### config.mk
export PLATFORM = sky130hd
export DESIGN_NAME = exc_entry_ctrl
export DESIGN_NICKNAME = d
export VERILOG_FILES = /design/src/rtl/exc_pkg.sv /design/src/rtl/exc_irq_arb.sv /design/src/rtl/exc_save_calc.sv /design/src/rtl/exc_vec_gen.sv /design/src/rtl/exc_entry_ctrl.sv
export SDC_FILE = /design/constraint.sdc
export NUM_CORES = 1
export LEC_CHECK = 0
export BUFFER_PORTS_ARGS = -buffer_cell sky130_fd_sc_hd__buf_4
export CELL_PAD_IN_SITES_DETAIL_PLACEMENT = 1
export CELL_PAD_IN_SITES_GLOBAL_PLACEMENT = 2
export CORE_MARGIN = 3
export CORE_UTILIZATION = 28
export CTS_BUF_LIST = sky130_fd_sc_hd__clkbuf_8 sky130_fd_sc_hd__clkbuf_16
export CTS_CLUSTER_SIZE = 12
export DETAILED_ROUTE_END_ITERATION = 10
export PLACE_DENSITY_LB_ADDON = 0.1
export SLEW_MARGIN = 20
export SYNTH_ARGS = -nofsm -noshare
export SYNTH_HDL_FRONTEND = slang
export SYNTH_SLANG_ARGS = --single-unit
### constraint.sdc
create_clock -name clk -period 6 [get_ports clk]
set_input_delay 1.8 -clock clk [delete_from_list [all_inputs] [get_ports clk]]
set_output_delay 1.8 -clock clk [all_outputs]
set_load 0.005 [all_outputs]
### src/rtl/exc_pkg.sv
package exc_pkg;
  // status word bit positions
  localparam int SR_SM  = 0;
  localparam int SR_TEE = 1;
  localparam int SR_IEE = 2;
  localparam int SR_DME = 5;
  localparam int SR_IME = 6;
  localparam int SR_DSX = 13;
  localparam int SR_EPH = 14;
  // power-management bit positions
  localparam int PMR_DOZE  = 4;
  localparam int PMR_SLEEP = 5;
  // cause codes
  localparam int C_RESET   = 1;
  localparam int C_BUSERR  = 2;
  localparam int C_DPF     = 3;
  localparam int C_IPF     = 4;
  localparam int C_TICK    = 5;
  localparam int C_ALIGN   = 6;
  localparam int C_ILLEGAL = 7;
  localparam int C_EXTINT  = 8;
  localparam int C_DTLB    = 9;
  localparam int C_ITLB    = 10;
  localparam int C_RANGE   = 11;
  localparam int C_SYSCALL = 12;
  localparam int C_FPE     = 13;
  localparam int C_TRAP    = 14;
  localparam int CAUSE_FIRST = C_RESET;
  localparam int CAUSE_LAST  = C_TRAP;
endpackage

### src/rtl/exc_irq_arb.sv
module exc_irq_arb
  import exc_pkg::*;
#(
  parameter int CAUSE_W = 4
) (
  input  logic               irq_ext,
  input  logic               irq_tick,
  input  logic               iee_en,
  input  logic               tee_en,
  output logic               irq_hit,
  output logic [CAUSE_W-1:0] irq_code
);
  logic ext_ok;
  logic tick_ok;

  assign ext_ok  = irq_ext & iee_en;
  assign tick_ok = irq_tick & tee_en;

  // timer has priority over the device line
  always_comb begin
    irq_hit  = 1'b0;
    irq_code = '0;
    if (tick_ok) begin
      irq_hit  = 1'b1;
      irq_code = CAUSE_W'(C_TICK);
    end else if (ext_ok) begin
      irq_hit  = 1'b1;
      irq_code = CAUSE_W'(C_EXTINT);
    end
  end

  always_comb begin
    AST_TICK_GATED: assert (!(irq_hit && irq_code == CAUSE_W'(C_TICK)) || (irq_tick && tee_en));
    AST_EXT_GATED: assert (!(irq_hit && irq_code == CAUSE_W'(C_EXTINT)) || (irq_ext && iee_en && !tick_ok));
  end
endmodule

### src/rtl/exc_save_calc.sv
module exc_save_calc
  import exc_pkg::*;
#(
  parameter int XLEN    = 32,
  parameter int SR_W    = 16,
  parameter int CAUSE_W = 4,
  parameter int INSN_B  = 4
) (
  input  logic [XLEN-1:0]    pc,
  input  logic               in_delay,
  input  logic [CAUSE_W-1:0] cause,
  input  logic [SR_W-1:0]    sr_old,
  output logic [XLEN-1:0]    ret_pc,
  output logic [SR_W-1:0]    sr_enter
);
  localparam logic [XLEN-1:0] STEP = XLEN'(INSN_B);

  function automatic logic [XLEN-1:0] f_ret_pc(
    input logic [XLEN-1:0] p, input logic dly, input logic [CAUSE_W-1:0] c);
    logic post_trap;
    post_trap = (c == CAUSE_W'(C_SYSCALL)) || (c == CAUSE_W'(C_FPE));
    if (dly)            return p - STEP;
    else if (post_trap) return p + STEP;
    else                return p;
  endfunction

  function automatic logic [SR_W-1:0] f_sr_enter(
    input logic [SR_W-1:0] s_in, input logic dly);
    logic [SR_W-1:0] s;
    s         = s_in;
    s[SR_SM]  = 1'b1;
    s[SR_TEE] = 1'b0;
    s[SR_IEE] = 1'b0;
    s[SR_DME] = 1'b0;
    s[SR_IME] = 1'b0;
    s[SR_DSX] = dly;
    return s;
  endfunction

  assign ret_pc   = f_ret_pc(pc, in_delay, cause);
  assign sr_enter = f_sr_enter(sr_old, in_delay);
endmodule

### src/rtl/exc_vec_gen.sv
module exc_vec_gen #(
  parameter int              XLEN      = 32,
  parameter int              CAUSE_W   = 4,
  parameter int              VEC_SHIFT = 8,
  parameter logic [XLEN-1:0] VEC_HI    = 32'hF000_0000
) (
  input  logic [CAUSE_W-1:0] cause,
  input  logic [XLEN-1:0]    base,
  input  logic               base_en,
  input  logic               hi_en,
  output logic [XLEN-1:0]    vec
);
  function automatic logic [XLEN-1:0] f_vec(
    input logic [CAUSE_W-1:0] c, input logic [XLEN-1:0] b,
    input logic b_en, input logic h_en);
    logic [XLEN-1:0] v;
    v = XLEN'(c) << VEC_SHIFT;
    if (b_en) v = v | b;
    if (h_en) v = v | VEC_HI;
    return v;
  endfunction

  assign vec = f_vec(cause, base, base_en, hi_en);
endmodule

### src/rtl/exc_entry_ctrl.sv
module exc_entry_ctrl
  import exc_pkg::*;
#(
  parameter int XLEN      = 32,
  parameter int SR_W      = 16,
  parameter int PMR_W     = 8,
  parameter int CAUSE_W   = 4,
  parameter int VEC_SHIFT = 8
) (
  input  logic               clk,
  input  logic               rst,
  input  logic               exc_req,
  input  logic [CAUSE_W-1:0] exc_cause,
  input  logic               irq_ext,
  input  logic               irq_tick,
  input  logic [XLEN-1:0]    cur_pc,
  input  logic               in_delay,
  input  logic [SR_W-1:0]    sr_cur,
  input  logic [PMR_W-1:0]   pmr_cur,
  input  logic [XLEN-1:0]    evbar,
  input  logic               evbar_present,
  output logic               entry_taken,
  output logic [CAUSE_W-1:0] entry_cause,
  output logic [XLEN-1:0]    vec_pc,
  output logic [SR_W-1:0]    sr_new,
  output logic               state_load,
  output logic [PMR_W-1:0]   pmr_new,
  output logic               dflag_clr,
  output logic               resv_clr,
  output logic [XLEN-1:0]    epc_q,
  output logic [SR_W-1:0]    esr_q,
  output logic [XLEN-1:0]    eear_q,
  output logic               unhandled
);
  localparam logic [PMR_W-1:0] PMR_KEEP =
    ~((PMR_W'(1) << PMR_DOZE) | (PMR_W'(1) << PMR_SLEEP));
  localparam logic [XLEN-1:0] VEC_HI = {4'hF, {(XLEN-4){1'b0}}};

  // named internal events
  logic               cause_ok;
  logic               req_go;
  logic               req_bad;
  logic               irq_hit;
  logic [CAUSE_W-1:0] irq_code;
  logic               go;
  logic [CAUSE_W-1:0] sel_cause;
  logic [XLEN-1:0]    ret_w;
  logic [SR_W-1:0]    sr_w;
  logic [XLEN-1:0]    vec_w;

  assign cause_ok  = (exc_cause >= CAUSE_W'(CAUSE_FIRST)) &&
                     (exc_cause <= CAUSE_W'(CAUSE_LAST));
  assign req_go    = exc_req & cause_ok;
  assign req_bad   = exc_req & ~cause_ok;
  assign go        = req_go | (~exc_req & irq_hit);
  assign sel_cause = exc_req ? exc_cause : irq_code;

  exc_irq_arb #(.CAUSE_W(CAUSE_W)) u_arb (
    .irq_ext  (irq_ext),
    .irq_tick (irq_tick),
    .iee_en   (sr_cur[SR_IEE]),
    .tee_en   (sr_cur[SR_TEE]),
    .irq_hit  (irq_hit),
    .irq_code (irq_code)
  );

  exc_save_calc #(.XLEN(XLEN), .SR_W(SR_W), .CAUSE_W(CAUSE_W)) u_save (
    .pc       (cur_pc),
    .in_delay (in_delay),
    .cause    (sel_cause),
    .sr_old   (sr_cur),
    .ret_pc   (ret_w),
    .sr_enter (sr_w)
  );

  exc_vec_gen #(.XLEN(XLEN), .CAUSE_W(CAUSE_W), .VEC_SHIFT(VEC_SHIFT),
                .VEC_HI(VEC_HI)) u_vec (
    .cause   (sel_cause),
    .base    (evbar),
    .base_en (evbar_present),
    .hi_en   (sr_cur[SR_EPH]),
    .vec     (vec_w)
  );

  always_ff @(posedge clk) begin
    if (rst) begin
      entry_taken <= 1'b0;
      entry_cause <= '0;
      vec_pc      <= '0;
      sr_new      <= '0;
      state_load  <= 1'b0;
      pmr_new     <= '0;
      dflag_clr   <= 1'b0;
      resv_clr    <= 1'b0;
      epc_q       <= '0;
      esr_q       <= '0;
      eear_q      <= '0;
      unhandled   <= 1'b0;
    end else begin
      entry_taken <= go;
      state_load  <= go;
      resv_clr    <= go;
      dflag_clr   <= go & in_delay;
      unhandled   <= req_bad;
      if (go) begin
        entry_cause <= sel_cause;
        vec_pc      <= vec_w;
        sr_new      <= sr_w;
        pmr_new     <= pmr_cur & PMR_KEEP;
        epc_q       <= ret_w;
        esr_q       <= sr_cur;
        if (sel_cause == CAUSE_W'(C_ILLEGAL)) eear_q <= cur_pc;
      end
    end
  end

  AST_ONE_OUTCOME: assert property (@(posedge clk) disable iff (rst) !(entry_taken && unhandled));
  AST_UNH_NO_SAVE: assert property (@(posedge clk) disable iff (rst) unhandled |-> $stable(epc_q) && $stable(esr_q));
  AST_SUPERVISOR: assert property (@(posedge clk) disable iff (rst) entry_taken |-> sr_new[SR_SM] && !sr_new[SR_IEE] && !sr_new[SR_TEE]);
  AST_DSX_MATCH: assert property (@(posedge clk) disable iff (rst) entry_taken |-> sr_new[SR_DSX] == dflag_clr);
  AST_EEAR_KEEP: assert property (@(posedge clk) disable iff (rst) (entry_taken && entry_cause != CAUSE_W'(C_ILLEGAL)) |-> $stable(eear_q));
  AST_VEC_LOW: assert property (@(posedge clk) disable iff (rst) entry_taken |-> vec_pc[VEC_SHIFT-1:0] == '0);
  AST_LOAD_PAIR: assert property (@(posedge clk) disable iff (rst) entry_taken == state_load && entry_taken == resv_clr);
endmodule

* Word-level counts from Yosys, hierarchy flattened
Cells that the tools add are included.
Operators by class: equality and inequality tests 3, muxes and demuxes 9, reduce and logical (&&, ||, !) cells 3, order comparisons 2, $add $sub $neg 2, bitwise logic cells 10
Operator list (number):
- $mux W32 | 4
- $add A32 B3 Y32 const B | 1
- $or A12 B32 Y32 | 1
- $sub A32 B3 Y32 const B | 1
- $mux W4 | 3
- $eq A4 B4 Y1 const B | 2
- $and A1 B1 Y1 | 6
- $eq A4 B3 Y1 const B | 1
- $ge A4 B1 Y1 const B | 1
- $le A4 B4 Y1 const B | 1
- $mux W1 | 2
- $not A1 Y1 | 2
- $reduce_and A2 Y1 | 1
- $logic_and A1 B1 Y1 | 1
- $logic_or A1 B1 Y1 | 1
- $or A1 B1 Y1 | 1
Word-level totals: logic and storage cells 39, register bits after elaboration 137, output and inout port bits 145

* Longest topological paths before layout
Gate-level depths: netlist of run 1.
depth after elaboration 8, mapped depth 8, mapped depth without buffers 8

* Modules after synthesis
Synthesis of run 1 repeated with hierarchy kept, for this count alone.
Unflattened totals: cells, all modules 1270, area total of the unflattened synthesis 9890.7 um^2
Modules (own cells, without submodules):
- exc_entry_ctrl | instances 1, area an instance 8415.6 um^2, cells an instance 1044
- exc_save_calc | instances 1, area an instance 1191.1 um^2, cells an instance 183
- exc_vec_gen | instances 1, area an instance 227.7 um^2, cells an instance 35
- exc_irq_arb | instances 1, area an instance 56.3 um^2, cells an instance 8

* Least setup slack after synthesis of run 1
No wires, ideal clock.
path kind input-to-reg, start point input port cur_pc[9], end point register epc_q[26], arrival 3724 ps, buffers on the path 2, path slack 2138 ps, stages on the path 8, setup time 138 ps, path through buf_2 > or4_4 > or3_1 > buf_2 > or3_4 > o2bb2a_4 > xnor2_1 > a211oi_2
Between the ends: longest elaborated chain between the ends 3, elaborated cells between the ends (all ways) 4
Ends and longest elaborated chain:
- from (decl) | RTL line exc_entry_ctrl.sv:16 | input logic [XLEN-1:0] cur_pc,
- $add A32 B3 Y32 | RTL line exc_save_calc.sv:23 | else if (post_trap) return p + STEP;
- $mux W32 | RTL line exc_save_calc.sv:23
- $mux W32 (*) | RTL line exc_save_calc.sv:22 | if (dly) return p - STEP;
- to (signal assigned) | RTL line exc_entry_ctrl.sv:110 | epc_q <= ret_w;
- to (decl) | RTL line exc_entry_ctrl.sv:30 | output logic [XLEN-1:0] epc_q,
Every way passes the cells marked *; elsewhere a longest branch is shown, timed or not. A chain may end at the register's enable or synchronous reset.

* Final worst setup path of run 1
start point input port exc_cause[1], end point register epc_q[29]
Between the ends: longest elaborated chain between the ends 5, elaborated cells between the ends (all ways) 11
Ends and longest elaborated chain:
- from (decl) | RTL line exc_entry_ctrl.sv:13 | input logic [CAUSE_W-1:0] exc_cause,
- parallel branches: the longest is 5 deep, another holds $ge A4 B1 Y1
Parallel ways; which one is timed is not known.

==> impl_metrics.ini, run 1 <==
[global_route]
grt_pass1_wl_mm = 32.9
antenna_found_initial = 0
grt-ovfl-total = 0
grt_start_max_net_pins = 102
grt_pass1_vias = 6018
grt_usage_pct = 18.5

[die]
die_h_um = 150
start_util_pct = 29.1
ioPinCount = 244
coreArea_sq_mm = 0.0198
die_area_sq_mm = 0.0224
num_rows = 51
die_w_um = 150

[synthesis]
synth.avg_cell_area_sq_um = 7.66
ys_async_sr_fraction_pct = 0
yosysSeqAreaShare_pct = 44.1
synth.distinct_cells = 53
syn_inst = 753
synth_flop_cell = dfxtp_1
ys_ff_latch = 127
ys_warn_count = 0
synth_edf_count = 0
syn_area_sq_mm = 0.00577

[setup_path]
critPathBufInv = 1
startpoint_type = input pin
cp_top_family = simple AND/OR/NAND/NOR gates
timing.reg2reg.setup_slack_ns = 5.25
crit_slowest_cell = or4_1
critPathMaxStageDelay_ns = 0.71
worstSetupPathType = input pin to register
r2r_start = vec_pc[10]
endpoint_kind = register
worstPathMaxFanout = 8
reg2reg_depth = 2
r2r_end = vec_pc[10]
path_cells = buf_4 > nand4b_1 > or4_1 > nor4_1 > o21ai_0 > xor2_1 > a211oi_1
critPathRequiredTime_ns = 6.33
arrival_ns = 4.11

[power]
power_frac_comb_pct = 14.2
power.density_mw_per_mm2 = 280
p_total_mw = 2.29
internal-power_mw = 1.71
clkPwrFrac_pct = 45.8
power_frac_seq_pct = 40.0
p_leak_nw = 3.34
switchingPower_uw = 585
sw_frac_of_total_pct = 25.5
peakVddDrop_mv = 0.185

[route]
drcViolationCount = 0
wl_per_cell_um = 17.3
first_iter_violations = 256
drtAntennaViolNets = 0
viasPerCell = 4.93
firstDrtPassIters = 5
num_vias = 5981
totalWireLength_mm = 20.9

[cells_and_area]
syn_to_final_growth_pct = 41.8
fin_nets = 1037
register_area_sq_mm = 0.00254
num-fill-cells = 2443
drive_above_1_share_pct = 30.0
antenna_cells = 0
multi_input_area_sq_mm = 0.00286

[clock_network]
cts_tree = done
htree_levels = 4
cts_made_buffers = 17
clkSinkCount = 127
cts.clk_slew.worst_paths_ns = 0.05
insertion_delay_ns = 0.41
cts_resized = 0
clockBufferDepth = 2
postCtsSetupBuffers = 0
hold_buffers = 0
cts_root_buffer = clkbuf_16

[timing]
slew_violations = 0
rsz0062_at_grt = no
fin_skew_ns = 0
fin_crit_sh_pct = 63.1
period_needed_ns = 3.78
fmax_mhz = 264
setup_viol = 0
setup_tns_ns = 0
hold_violations = 0
worstMarginPinSlew_ns = 0.802
slew_headroom_pct = 45.8

[min_path]
worstHoldStart = epc_q[5]
holdPathEnd = epc_q[5]
min_path_cells = 2
hold_class = register to register

[placed_design]
port_buffers = 235
dpl.hpwl_mm = 15.2
gp_congestion = 0.855

[run_status]
status = completed

[flow_run]
drv_cap = 0
how the worst max path moves through the flow:
stage / endpoint / start / cells after the start / slack (ns)
floorplan: epc_q[26] / cur_pc[9] / 8 / 2.14
global placement: epc_q[29] / exc_cause[1] / 7 / 1.81
detailed placement: epc_q[29] / exc_cause[1] / 7 / 1.79
CTS: epc_q[29] / exc_cause[1] / 7 / 2.23
global route: epc_q[31] / exc_req / 8 / 2.07
finish: epc_q[29] / exc_cause[1] / 7 / 2.22
synth_stat cells (all sizes together) (12+ instances only):
| master | n | share of area, % |
|---|---|---|
| dfxtp | 127 | 44 |
| nand2 | 189 | 12 |
| nor4 | 18 | 2.0 |
| nor2 | 39 | 2.5 |
| nor3 | 16 | 1.4 |
| xnor2 | 15 | 2.3 |
| a21oi | 109 | 9.5 |
| clkbuf | 58 | 3.8 |
| nand3 | 41 | 3.6 |
| a211oi | 12 | 1.8 |
| buf | 24 | 3.0 |
kinds of logic after synthesis:
logic type,count (synthesis),share of synthesized area [%]
AND/OR/NAND/NOR,358,28.8
AO/OA/AOI/OAI,159,16.5
flip-flops,127,44.1
buffers and inverters,85,6.96
XOR/XNOR,21,3.19
adder cells (fa/ha/maj),2,0.434
other,1,0.0650
through the flow:
| stage | setup WS [ns] | hold WS, ns | instances | utilization (%) | instance area, sq um |
|---|---|---|---|---|---|
| floorplan | 2.14 | 0.448 | 758 | - | 5790 |
| global placement | 1.81 | 0.439 | 1181 | 38.0 | 7550 |
| detailed placement | 1.79 | 0.449 | 1181 | 38.0 | 7550 |
| CTS | 2.23 | 0.457 | 1212 | 41.1 | 8160 |
| global route | 2.07 | 0.472 | 1213 | 41.2 | 8180 |
| finish | 2.22 | 0.450 | 1213 | 41.2 | 8180 |
tightest hold or removal path, delay by kind of cell (launching register included):
family | cells | cell delay (ns)
DFF | 1 | 0.31
and+or+nand+nor | 1 | 0.05
AOI/OAI and AO/OA | 1 | 0.05
sequential cells by signal, indices dropped and copies added (netlist names):
name and flops:
eear_q 32, pmr_new 6, esr_q 16, dflag_clr 1, epc_q 32, sr_new 2
vec_pc 32, unhandled 1, entry_cause 4, resv_clr 1
layout by cell type (no fill, tap or decap), types with 9 or more instances in the layout:
cell and instances:
a211oi_1 9, a21oi_1 108, buf_4 240, clkbuf_16 17
dfxtp_1 127, nand2_1 189, nand3_1 41, nor2_1 39
nor3_1 16, nor4_1 18, xnor2_1 15
metal layers:
layer,track usage (%),share of wire [%],vias to the layer above
met5,0,0,-
met4,4.94,1.3,0
met3,4.39,5.7,15
met2,32.6,51,169
met1,22.6,42,2860
li1,-,-,2937
layout make-up:
class	count	share of cell area (%)
clock buffer	18	5.37
clock inverter	13	2.03
inverter	3	0.138
multi-input combinational	546	35.0
sequential	127	31.1
tap	265	4.05
timing repair buffer	241	22.4
power groups by stage:
| stage | Clock, mW | Sequential, mW | Combinational [mW] |
|---|---|---|---|
| floorplan | 0 | 0.936 | 0.149 |
| global placement | 0 | 0.933 | 0.321 |
| detailed placement | 0 | 0.936 | 0.328 |
| CTS | 1.09 | 0.917 | 0.329 |
| global route | 1.13 | 0.922 | 0.361 |
| finish | 1.05 | 0.917 | 0.325 |
No activity file was read; power rests on OpenSTA's default activity.
==> run 2, diff against run 1 <==
--- a/config.mk
+++ b/config.mk
@@ -9,7 +9,7 @@
 export CELL_PAD_IN_SITES_DETAIL_PLACEMENT = 1
 export CELL_PAD_IN_SITES_GLOBAL_PLACEMENT = 2
 export CORE_MARGIN = 3
-export CORE_UTILIZATION = 28
+export CORE_UTILIZATION = 23
 export CTS_BUF_LIST = sky130_fd_sc_hd__clkbuf_8 sky130_fd_sc_hd__clkbuf_16
 export CTS_CLUSTER_SIZE = 12
 export DETAILED_ROUTE_END_ITERATION = 10
==> constraint.sdc (replaced) <==
create_clock -name clk -period 3.1 [get_ports clk]
set_input_delay 0.93 -clock clk [delete_from_list [all_inputs] [get_ports clk]]
set_output_delay 0.93 -clock clk [all_outputs]
set_load 0.005 [all_outputs]
==> run 2 against run 1 <==
Net effect:
- global-route usage decreased by 1.9 points
- non-clock buffer count increased by 36
- clock skew unchanged
- worst setup slack got worse by 1.8 ns
- critical endpoint is now epc_q[22]
==> impl_metrics.ini, run 2 (synthesis gave the netlist of run 1 again) <==
[route]
firstDrtPassIters = 5
first_iter_violations = 328
viasPerCell = 4.63
totalWireLength_mm = 22.8
num_vias = 6064
drcViolationCount = 0
drtAntennaViolNets = 0
wl_per_cell_um = 17.4

[clock_network]
clockBufferDepth = 2
hold_buffers = 0
insertion_delay_ns = 0.42
postCtsSetupBuffers = 0
clkSinkCount = 127
cts.clk_slew.worst_paths_ns = 0.06
htree_levels = 4
cts_tree = done
cts_root_buffer = clkbuf_16
cts_resized = 0
cts_made_buffers = 17

[cells_and_area]
syn_to_final_growth_pct = 49.2
mostFrequentLayoutCells = buf_4 (271), nand2_1 (189), dfxtp_1 (127)
drive_above_1_share_pct = 32.6
fin_util_pct = 35.2
antenna_cells = 0
largest_registers = eear_q: 32 flops, epc_q: 32 flops, vec_pc: 32 flops
fin_area_sq_mm = 0.00861
fin_nets = 1073
final_common_cell = buf_4

[setup_path]
worstSetupPathType = input pin to register
crit_slowest_cell = or4_4
endpoint_kind = register
startpoint_type = input pin
critPathRequiredTime_ns = 3.38
critPathMaxStageDelay_ns = 0.53
path_cells = buf_4 > or4_4 > or3_1 > or3_4 > a21oi_1 > xnor2_1 > a211oi_2
cp_top_family = simple AND/OR/NAND/NOR gates
arrival_ns = 2.96
critPathBufInv = 1
worstPathMaxFanout = 6

[timing]
setup_viol = 0
hold_violations = 0
slew_violations = 0
setup_tns_ns = 0
hold_slack_ns = 0.451
fin_crit_sh_pct = 86.5
fmax_mhz = 373
rsz0062_at_grt = no
worstMarginPinSlew_ns = 0.665
period_needed_ns = 2.68
fin_skew_ns = 0
slew_headroom_pct = 55.7

[run_status]
status = completed

[global_route]
antenna_found_initial = 0
grt_start_max_net_pins = 60
grt_pass1_wl_mm = 34.9
grt_usage_pct = 16.5
grt-ovfl-total = 0
grt_pass1_vias = 6098

[die]
die_area_sq_mm = 0.0270
num_rows = 57
start_util_pct = 23.6
ioPinCount = 244
coreArea_sq_mm = 0.0245
die_w_um = 164
die_h_um = 164

[power]
p_total_mw = 4.65
power.density_mw_per_mm2 = 540
peakVddDrop_mv = 0.282
p_leak_nw = 3.54

[placed_design]
port_buffers = 235
dpl.hpwl_mm = 16.3
dpl_cell_area_sq_mm = 0.00798
gp_congestion = 0.777

[min_path]
hold_class = register to register

[flow_run]
drv_cap = 0
[run 2: area by class of cell]
type,instances,area (sq um)
repair buffers,277,2150
well taps,324,405
multi-input cells,546,2860
fillers,3000,15900
clock inverters,15,209
clock buffers,17,425
flip-flops and latches,127,2540
inverters,3,11.3
[run 2: layer usage]
metal  track usage (%)  part of all wire, %  up-vias
met2              28.0                   48      160
met5                 0                    0        -
met3              4.11                  6.2       12
met4              4.00                 0.84        0
li1                  -                    -     3024
met1              21.2                   45     2868
[run 2: path summary, 6_finish.rpt]
path,startpoint,to,slack (ns),cells after the start
worst min register to register,epc_q[3],epc_q[3],0.45,2
worst min-delay path,epc_q[3],epc_q[3],0.45,2
worst max-delay path,cur_pc[8],epc_q[22],0.42,7
worst max register to register,epc_q[24],epc_q[24],2.36,2
[run 2: power by group]
part	switching (mW)	total (mW)	internal (mW)
Clock	0.844	2.20	1.36
Combinational	0.350	0.679	0.329
Sequential	0.0481	1.77	1.72
[run 2: tightest hold or removal path, delay by kind of cell (launching register included)]
family / cells / cell delay [ns]
compound gates: 1 / 0.05
flops: 1 / 0.31
simple gates: 1 / 0.05
[run 2: metrics by stage]
step | std cells | setup WS [ns]
floorplan | 758 | 0.108
global route | 1309 | 0.334
CTS | 1309 | 0.431
finish | 1309 | 0.420
detailed placement | 1277 | -0.0173
global placement | 1277 | -0.0219
==> run 3, diff against run 2 <==
--- a/config.mk
+++ b/config.mk
@@ -9,7 +9,7 @@
 export CELL_PAD_IN_SITES_DETAIL_PLACEMENT = 1
 export CELL_PAD_IN_SITES_GLOBAL_PLACEMENT = 2
 export CORE_MARGIN = 3
-export CORE_UTILIZATION = 23
+export CORE_UTILIZATION = 28
 export CTS_BUF_LIST = sky130_fd_sc_hd__clkbuf_8 sky130_fd_sc_hd__clkbuf_16
 export CTS_CLUSTER_SIZE = 12
 export DETAILED_ROUTE_END_ITERATION = 10
@@ -17,4 +17,5 @@
 export SLEW_MARGIN = 20
 export SYNTH_ARGS = -nofsm -noshare
 export SYNTH_HDL_FRONTEND = slang
+export SYNTH_HIERARCHICAL = 1
 export SYNTH_SLANG_ARGS = --single-unit
==> run 3 against run 2 <==
Net effect:
- hold slack better by 0.013 ns
- count of clock-buffer cells in the layout rose by 2
- power grew 17%
- design area up 53%
- register-to-register slack worse by 0.17 ns
- synthesized cell count grew 69%
- non-clock buffer count up 61
- sequential power up 15%
- clock skew unchanged
- die area increased by 39%
- final cell count is 46% higher
- largest power group unchanged
==> impl_metrics.ini, run 3 <==
[run_status]
status = completed

[global_route]
grt_start_max_net_pins = 126
grt-ovfl-total = 0
antenna_found_initial = 2
grt_pass1_vias = 10500
grt_usage_pct = 20.9
grt_pass1_wl_mm = 64.2

[synthesis]
yosysSeqAreaShare_pct = 28.5
syn_area_sq_mm = 0.00989
ys_warn_count = 6
synth.most_common_cell = nand2_1
synth_area_leaders = dfxtp_1 (29%), nor4b_1 (9.1%), o2111ai_1 (9.0%)
ys_ff_latch = 141
yosysTopAreaCell = dfxtp_1
synth_flop_cell = dfxtp_1
yosysTopAreaCellShare_pct = 28.5
syn_inst = 1270
ys_async_sr_fraction_pct = 0
synth_edf_count = 0
synth.avg_cell_area_sq_um = 7.79
yosys-top-cells-count = nand2_1 (179), dfxtp_1 (141), clkbuf_1 (120), nand3_1 (113), or4_1 (108)
synth.distinct_cells = 55

[timing]
fin_crit_sh_pct = 99.4
rsz0062_at_grt = yes
setup_viol = 0
hold_slack_ns = 0.464
fin_skew_ns = 0
worstMarginPinSlew_ns = 1.08
slew_violations = 0
slew_headroom_pct = 28.1
fmax_mhz = 325
setup_tns_ns = 0
period_needed_ns = 3.08
hold_violations = 0

[cells_and_area]
final_common_cell = buf_4
fin_nets = 1537
mostFrequentLayoutCells = buf_4 (316), nand2_1 (179), dfxtp_1 (141)
drive_above_1_share_pct = 28.8
num-fill-cells = 4147
fin_area_sq_mm = 0.0132
syn_to_final_growth_pct = 33.1
largest_registers = eear_q: 32 flops, epc_q: 32 flops, vec_pc: 32 flops

[route]
wl_per_cell_um = 21.5
first_iter_violations = 811
drcViolationCount = 0
totalWireLength_mm = 41.0
num_vias = 10800
viasPerCell = 5.67
firstDrtPassIters = 4
drtAntennaViolNets = 0

[clock_network]
insertion_delay_ns = 0.44
cts_tree = done
clkSinkCount = 141
htree_levels = 4
cts_root_buffer = clkbuf_16
cts.clk_slew.worst_paths_ns = 0.07
cts_made_buffers = 17
clockBufferDepth = 2

[setup_path]
path_cells = buf_4 > or4_4 > or4_4 > or4_1 > o21ai_2 > xor2_2 > nand2_1 > or4_1 > nand3_1
endpoint_kind = register
critPathRequiredTime_ns = 3.48
arrival_ns = 3.46
timing.reg2reg.setup_slack_ns = 2.19
critPathMaxStageDelay_ns = 0.57
crit_slowest_cell = or4_4
worstPathMaxFanout = 3
startpoint_type = input pin
worstSetupPathType = input pin to register

[placed_design]
dpl.hpwl_mm = 25.9
gp_congestion = 0.823
dpl_cell_area_sq_mm = 0.0123
port_buffers = 239

[power]
p_total_mw = 5.45
peakVddDrop_mv = 0.394
power.density_mw_per_mm2 = 414
p_leak_nw = 5.35

[die]
num_rows = 68
die_area_sq_mm = 0.0376
ioPinCount = 244
die_w_um = 194
start_util_pct = 28.5
die_h_um = 194
coreArea_sq_mm = 0.0347

[flow_run]
drv_cap = 0

[min_path]
hold_class = register to register
[run 3: cell types whose count changed after synthesis, moves of 36 or more]
cell       change
a31oi_1      +103
or4_1        +101
nand3_1       +72
o2111ai_1    +102
a21oi_1       -99
mux2i_1       +36
nor4b_1      +101
clkbuf_1      +62
[run 3: cell families after synthesis]
group	count (synthesis)	share of synthesized area [%]
AOI/OAI and AO/OA	252	19.0
xor gates and xnor gates	29	2.57
adders and majority gates	2	0.253
and+or+nand+nor	599	36.2
DFF	141	28.5
muxes	36	3.64
buffers and inverters	207	9.69
other	4	0.152
[run 3: path summary, 6_finish.rpt]
path                   start   endpoint  depth (start not counted)
setup / recovery  cur_pc[10]  epc_q[24]                          9
setup reg to reg    epc_q[6]   epc_q[6]                          3
hold / removal     eear_q[9]  eear_q[9]                          2
hold reg to reg    eear_q[9]  eear_q[9]                          2
[run 3: worst max-delay path: cells and delay by family]
kind | cells | cell delay (ns)
and+or+nand+nor | 6 | 2.09
xor gates and xnor gates | 1 | 0.23
buffers and inverters | 1 | 0.11
AOI/OAI and AO/OA | 1 | 0.10
[run 3: per-stage QoR]
step / cells / setup slack, ns / utilization (%)
2_1_floorplan: 1274 / -0.303 / -
3_3_place_gp: 1868 / -0.694 / 35.5
3_5_place_dp: 1868 / -0.720 / 35.5
4_1_cts: 1902 / 0.0317 / 37.5
5_1_grt: 1905 / -0.0705 / 37.9
6_report: 1906 / 0.0194 / 37.9
[run 3: cell type report]
cell class,instances,area (sq um),share of cell area [%]
clock inverter,13,173,1.31
tap,455,569,4.32
clock buffer,19,453,3.44
timing repair buffer,338,2740,20.8
sequential,141,2820,21.4
antenna,2,5.00,0.0380
inverter,12,52.6,0.399
multi-input combinational,926,6350,48.3
[run 3: where the power goes]
part           switching (mW)  internal, mW  total, mW
logic                   0.630         0.507       1.14
registers               0.100          1.93       2.03
clock network           0.899          1.38       2.28
[run 3: routing by layer]
layer / vias to the layer above / routed length [um] / global-route usage (%)
li1: 5260 / - / -
met1: 5322 / 20500 / 30.8
met2: 215 / 18000 / 31.6
met3: 18 / 2110 / 4.90
met4: 0 / 354 / 3.62
met5: - / 0 / 0
[run 3: what timing repair did]
| item | CTS | global route |
|---|---|---|
| hold buffers | 0 | 0 |
| resized for setup | 11 | 26 |
| pin swaps | 5 | 4 |
| setup endpoints to repair | 8 | 42 |
| buffers inserted | 2 | 2 |
| gates cloned | 0 | 0 |
